$ cat src/rtl/spi_stat_unit.sv
module spi_stat_unit #(
  parameter int DATA_W = 16
) (
  input  logic              clk,
  input  logic              rst_n,
  input  logic              ctl0_wr,
  input  logic              ctl0_en_wdata,
  input  logic              ctl0_mst_wdata,
  input  logic              stat_rd,
  input  logic              stat_wr,
  input  logic              stat_ovr_wdata,
  input  logic              stat_crcerr_wdata,
  input  logic              data_wr,
  input  logic              data_rd,
  input  logic              nss_soft_sel,
  input  logic              nss_soft_lvl,
  input  logic              nss_out_drv,
  input  logic              nss_pin,
  input  logic              crc_en,
  input  logic              txe_ie,
  input  logic              rxne_ie,
  input  logic              err_ie,
  input  logic              eng_tx_load,
  input  logic              eng_rx_done,
  input  logic              eng_rx_last,
  input  logic [DATA_W-1:0] eng_rx_word,
  input  logic [DATA_W-1:0] eng_crc_calc,
  input  logic              eng_active,
  output logic              spi_en,
  output logic              mst_mode,
  output logic              txe,
  output logic              rxne,
  output logic              busy,
  output logic              mfault,
  output logic              ovr,
  output logic              crcerr,
  output logic [DATA_W-1:0] rx_buf,
  output logic              irq
);

  logic fault_cond, armed, clr_done, ctl_accept;
  logic word_in, crc_in, store, overrun, crc_bad;

  assign fault_cond = mst_mode & (nss_soft_sel ? ~nss_soft_lvl : (~nss_out_drv & ~nss_pin));
  assign clr_done   = mfault & armed & ctl0_wr;
  assign ctl_accept = ctl0_wr & (~mfault | armed);

  assign word_in = eng_rx_done & ~eng_rx_last;
  assign crc_in  = eng_rx_done & eng_rx_last;
  assign store   = word_in & (~rxne | data_rd);
  assign overrun = word_in & rxne & ~data_rd;
  assign crc_bad = crc_in & crc_en & (eng_rx_word != eng_crc_calc);

  always_ff @(posedge clk or negedge rst_n) begin
    if (!rst_n) begin
      mfault   <= 1'b0;
      armed    <= 1'b0;
      spi_en   <= 1'b0;
      mst_mode <= 1'b0;
    end else if (fault_cond) begin
      mfault   <= 1'b1;
      armed    <= 1'b0;
      spi_en   <= 1'b0;
      mst_mode <= 1'b0;
    end else begin
      if (ctl_accept) begin
        spi_en   <= ctl0_en_wdata;
        mst_mode <= ctl0_mst_wdata;
      end
      if (clr_done) begin
        mfault <= 1'b0;
        armed  <= 1'b0;
      end else if (mfault && (stat_rd || stat_wr)) begin
        armed <= 1'b1;
      end
    end
  end

  always_ff @(posedge clk or negedge rst_n) begin
    if (!rst_n) begin
      txe    <= 1'b1;
      rxne   <= 1'b0;
      rx_buf <= '0;
      ovr    <= 1'b0;
      crcerr <= 1'b0;
      busy   <= 1'b0;
    end else begin
      if (data_wr)          txe <= 1'b0;
      else if (eng_tx_load) txe <= 1'b1;

      if (store) begin
        rxne   <= 1'b1;
        rx_buf <= eng_rx_word;
      end else if (data_rd) begin
        rxne <= 1'b0;
      end

      if (overrun)                          ovr <= 1'b1;
      else if (stat_wr && !stat_ovr_wdata)  ovr <= 1'b0;

      if (crc_bad)                             crcerr <= 1'b1;
      else if (stat_wr && !stat_crcerr_wdata)  crcerr <= 1'b0;

      busy <= eng_active;
    end
  end

  assign irq = (txe & txe_ie) | (rxne & rxne_ie) | (err_ie & (mfault | ovr | crcerr));

  a_r6_fault_drops_master: assert property (@(posedge clk) disable iff (!rst_n)
    $rose(mfault) |-> (!spi_en && !mst_mode));

  a_r8_fault_only_from_master: assert property (@(posedge clk) disable iff (!rst_n)
    $rose(mfault) |-> $past(mst_mode));

  a_r9_bits_locked: assert property (@(posedge clk) disable iff (!rst_n)
    ($past(mfault) && mfault) |-> ($stable(spi_en) && $stable(mst_mode)));

  a_r4_overrun_keeps_buffer: assert property (@(posedge clk) disable iff (!rst_n)
    $past(eng_rx_done && !eng_rx_last && rxne && !data_rd) |-> (ovr && rxne && $stable(rx_buf)));

  a_r3_read_empties: assert property (@(posedge clk) disable iff (!rst_n)
    $past(data_rd && !eng_rx_done) |-> !rxne);

  a_r11_crc_word_not_stored: assert property (@(posedge clk) disable iff (!rst_n)
    $past(eng_rx_done && eng_rx_last && !data_rd) |-> ($stable(rx_buf) && $stable(rxne)));

  a_r13_irq_has_source: assert property (@(posedge clk) disable iff (!rst_n)
    irq |-> (txe || rxne || mfault || ovr || crcerr));

endmodule

$ cat config.mk
export PLATFORM = sky130hd
export DESIGN_NAME = spi_stat_unit
export DESIGN_NICKNAME = d
export VERILOG_FILES = /design/src/rtl/spi_stat_unit.sv
export SDC_FILE = /design/constraint.sdc
export NUM_CORES = 1
export LEC_CHECK = 0
export BUFFER_PORTS_ARGS = -buffer_cell sky130_fd_sc_hd__buf_2
export CORE_MARGIN = 5
export CORE_UTILIZATION = 35
export CTS_CLUSTER_SIZE = 24
export DETAILED_ROUTE_END_ITERATION = 12
export GPL_TIMING_DRIVEN = 1
export PLACE_DENSITY = 0.71
export SLEW_MARGIN = 40
export SYNTH_ARGS = -nofsm -noshare
export SYNTH_HDL_FRONTEND = slang
export SYNTH_SLANG_ARGS = --single-unit
export TNS_END_PERCENT = 10
$ cat constraint.sdc
create_clock -name clk -period 1.19 [get_ports clk]
set_input_delay 0.1785 -clock clk [delete_from_list [all_inputs] [get_ports clk]]
set_output_delay 0.1785 -clock clk [all_outputs]
set_load 0.1 [all_outputs]
==> flow_summary.ini <==
[yosys]
synth_nets = 149
ys_warn_count = 0
async_reset_ff_share_pct = 100
synth_flop_cell = dfrtp_1
ys_types = 24
synth_cells = 94
synth-seq-cells = 25
synth.avg_cell_area_sq_um = 13.0
syn_area_sq_um = 1230
ys_seq_area_share_pct = 51.1
synth_edf_count = 0

[critical_path]
start_kind = register
crit_fanout = 2
crit_type = register to output pin
endpoint_kind = output pin
crit_buf_inv = 1
crit_required_ns = 1.01
max_stage_delay_ns = 0.51
crit_chain = o31ai_4 > nand2_4 > buf_12
critPathSlowestCell = dfrtp_4
worstPathArrival_ns = 1.29
crit_family = flip-flops

[pwr]
power_w = 0.00424
peakVddDrop_mv = 1.15
p_leak_nw = 1.07
p_per_area_nw_per_um2 = 1910

[detailed_routing]
wl_mm = 3.33
ant_nets = 0
drtIter0Drc = 11
drt_pass1_iterations = 4
via_per_inst = 4.62
num_vias = 1082
wire_per_inst_um = 14.2
drc_errors = 0

[finish]
most-common-layout-cells = 54 x buf_2, 25 x buf_12, 20 x dfrtp_1, 16 x xnor2_1, 10 x mux2_4
design_area_sq_um = 2210
layout_commonest_cell = buf_2
finalNetCount = 244
drive_gt1_share_pct = 64.4
multi_input_area_sq_um = 594
fillers = 270
antennaDiodeCount = 0
fin_util_pct = 65.8
area.sequential_sq_um = 641
syn2layout_area_growth_pct = 80.6

[run_status]
violations = negative setup slack
status = complete, but fails checks

[place]
place_congestion = 0.740
dpl.hpwl_mm = 2.75
port_buffers = 79
place_ws_ns = -0.0540
place_area_sq_um = 2110

[timing]
fmax_ghz = 0.682
hold_ws_ns = 0.0688
maxSlewViolCount = 0
worst_slew_pin_slew_ns = 0.557
rsz0062_at_grt = true
fin_crit_ns = 1.47
relSlewSlack_pct = 62.9
setup_violations = 24
setup_slack_ns = -0.277
skew_ns = 0.00754
fin_crit_sh_pct = 123
finalHoldViolCount = 0

[floorplan]
start_util_pct = 36.5
die_area_sq_um = 4790
fp.dieW_um = 69.2
core_sq_um = 3360
die_h_um = 69.2
ios = 80
rows = 21

[grt]
gr-total-overflow = 0
grt_pass1_wl_mm = 5.84
gr-usage-met1_pct = 16.1
grt_pass1_vias = 1268
met2_usage_pct = 27.1
grt_max_degree = 26
top_usage_layer = met2
grtUsageMet3_pct = 5.51
antenna_found_initial = 0
gr-usage-all-layers_pct = 14.7

[clock_network]
clock_path_buffers = 2
clk_latency_ns = 0.32
numCtsBuffers = 3
cts_tree = yes
clkTransAtPathRegs_ns = 0.14
cts_sinks = 25
cts_root_buf = clkbuf_4
htreeDepth = 1

[job]
cap_violations = 0

[worst_hold_path]
hold_path_class = input pin to register
power by group:
group | leakage [nW] | internal [W] | total (W) | switching (W)
Clock | 0.0177 | 0.000126 | 0.000377 | 0.000251
Combinational | 0.764 | 0.00104 | 0.00262 | 0.00158
Sequential | 0.292 | 0.00104 | 0.00124 | 0.000203
layer usage:
layer	vias to the layer above	part of all wire [%]
li1	514	-
met1	510	35
met2	54	54
met3	4	10
met4	0	0.72
met5	-	0
sequential cells by signal, summed over array words and instances (netlist names):
name,cells
txe,1
mfault,1
crcerr,1
armed,1
ovr,1
rxne,1
rx_buf,16
mst_mode,1
spi_en,1
busy,1
synthesized netlist by cell type, drive strengths merged, types with 2 or more instances:
cell type	instances	area [sq um]
buf	2	31.3
dfrtp	24	601
inv	2	7.51
mux2	16	218
mux2i	2	20.0
nand2	3	11.3
nand2b	3	33.8
nand4	4	25.0
nor2	7	26.3
o21ai	5	25.0
xnor2	16	140
worst min-delay path: stages:
cell and delay, ns:
buf_2 0.09, nor2_1 0.08, nor2_1 0.04
cell families after synthesis:
logic type / Yosys count / synth area share [%]
DFF: 25 / 51.1
AOI/OAI and AO/OA: 10 / 5.20
and+or+nand+nor: 21 / 9.69
buffers and inverters: 4 / 3.16
muxes: 18 / 19.4
xor gates and xnor gates: 16 / 11.4
what timing repair did:
| action | 4_1_cts | 5_1_grt |
|---|---|---|
| pin swaps | 2 | 1 |
| setup buffers | 3 | 0 |
| resized for setup | 6 | 1 |
| hold buffers | 3 | 0 |
| hold endpoints to repair | 26 | 0 |
| setup endpoints to repair | 21 | 24 |
stage by stage:
step	TNS (ns)	instances
6_report	-1.69	234
5_1_grt	-2.81	234
4_1_cts	-1.96	234
3_5_place_dp	-0.834	224
3_3_place_gp	-0.143	224
2_1_floorplan	-4.62	94
worst paths after layout:
| kind | startpoint | end | slack (ns) | cells after the start |
|---|---|---|---|---|
| worst max-delay path | mfault$_DFFE_PN0N_ | irq | -0.28 | 3 |
| worst min-delay path | eng_tx_load | txe$_DFFE_PN1P_ | 0.07 | 3 |
| worst max register to register | rxne$_DFFE_PN0P_ | rx_buf[15]$_DFFE_PN0P_ | -0.06 | 3 |
| worst min register to register | armed$_DFFE_PN0P_ | armed$_DFFE_PN0P_ | 0.55 | 1 |
| max in group asynchronous | rst_n | rxne$_DFFE_PN0P_ | 0.39 | 2 |
| min in group asynchronous | rst_n | rx_buf[14]$_DFFE_PN0P_ | 0.39 | 2 |
layout make-up:
cell class,instances,share of cell area (%)
Timing Repair Buffer,92,40.1
Sequential cell,25,28.9
Multi-Input combinational cell,65,26.8
Tap cell,46,2.60
Clock buffer,3,1.02
Inverter,2,0.339
Clock inverter,1,0.226
No activity file was read; power rests on OpenSTA's default activity.
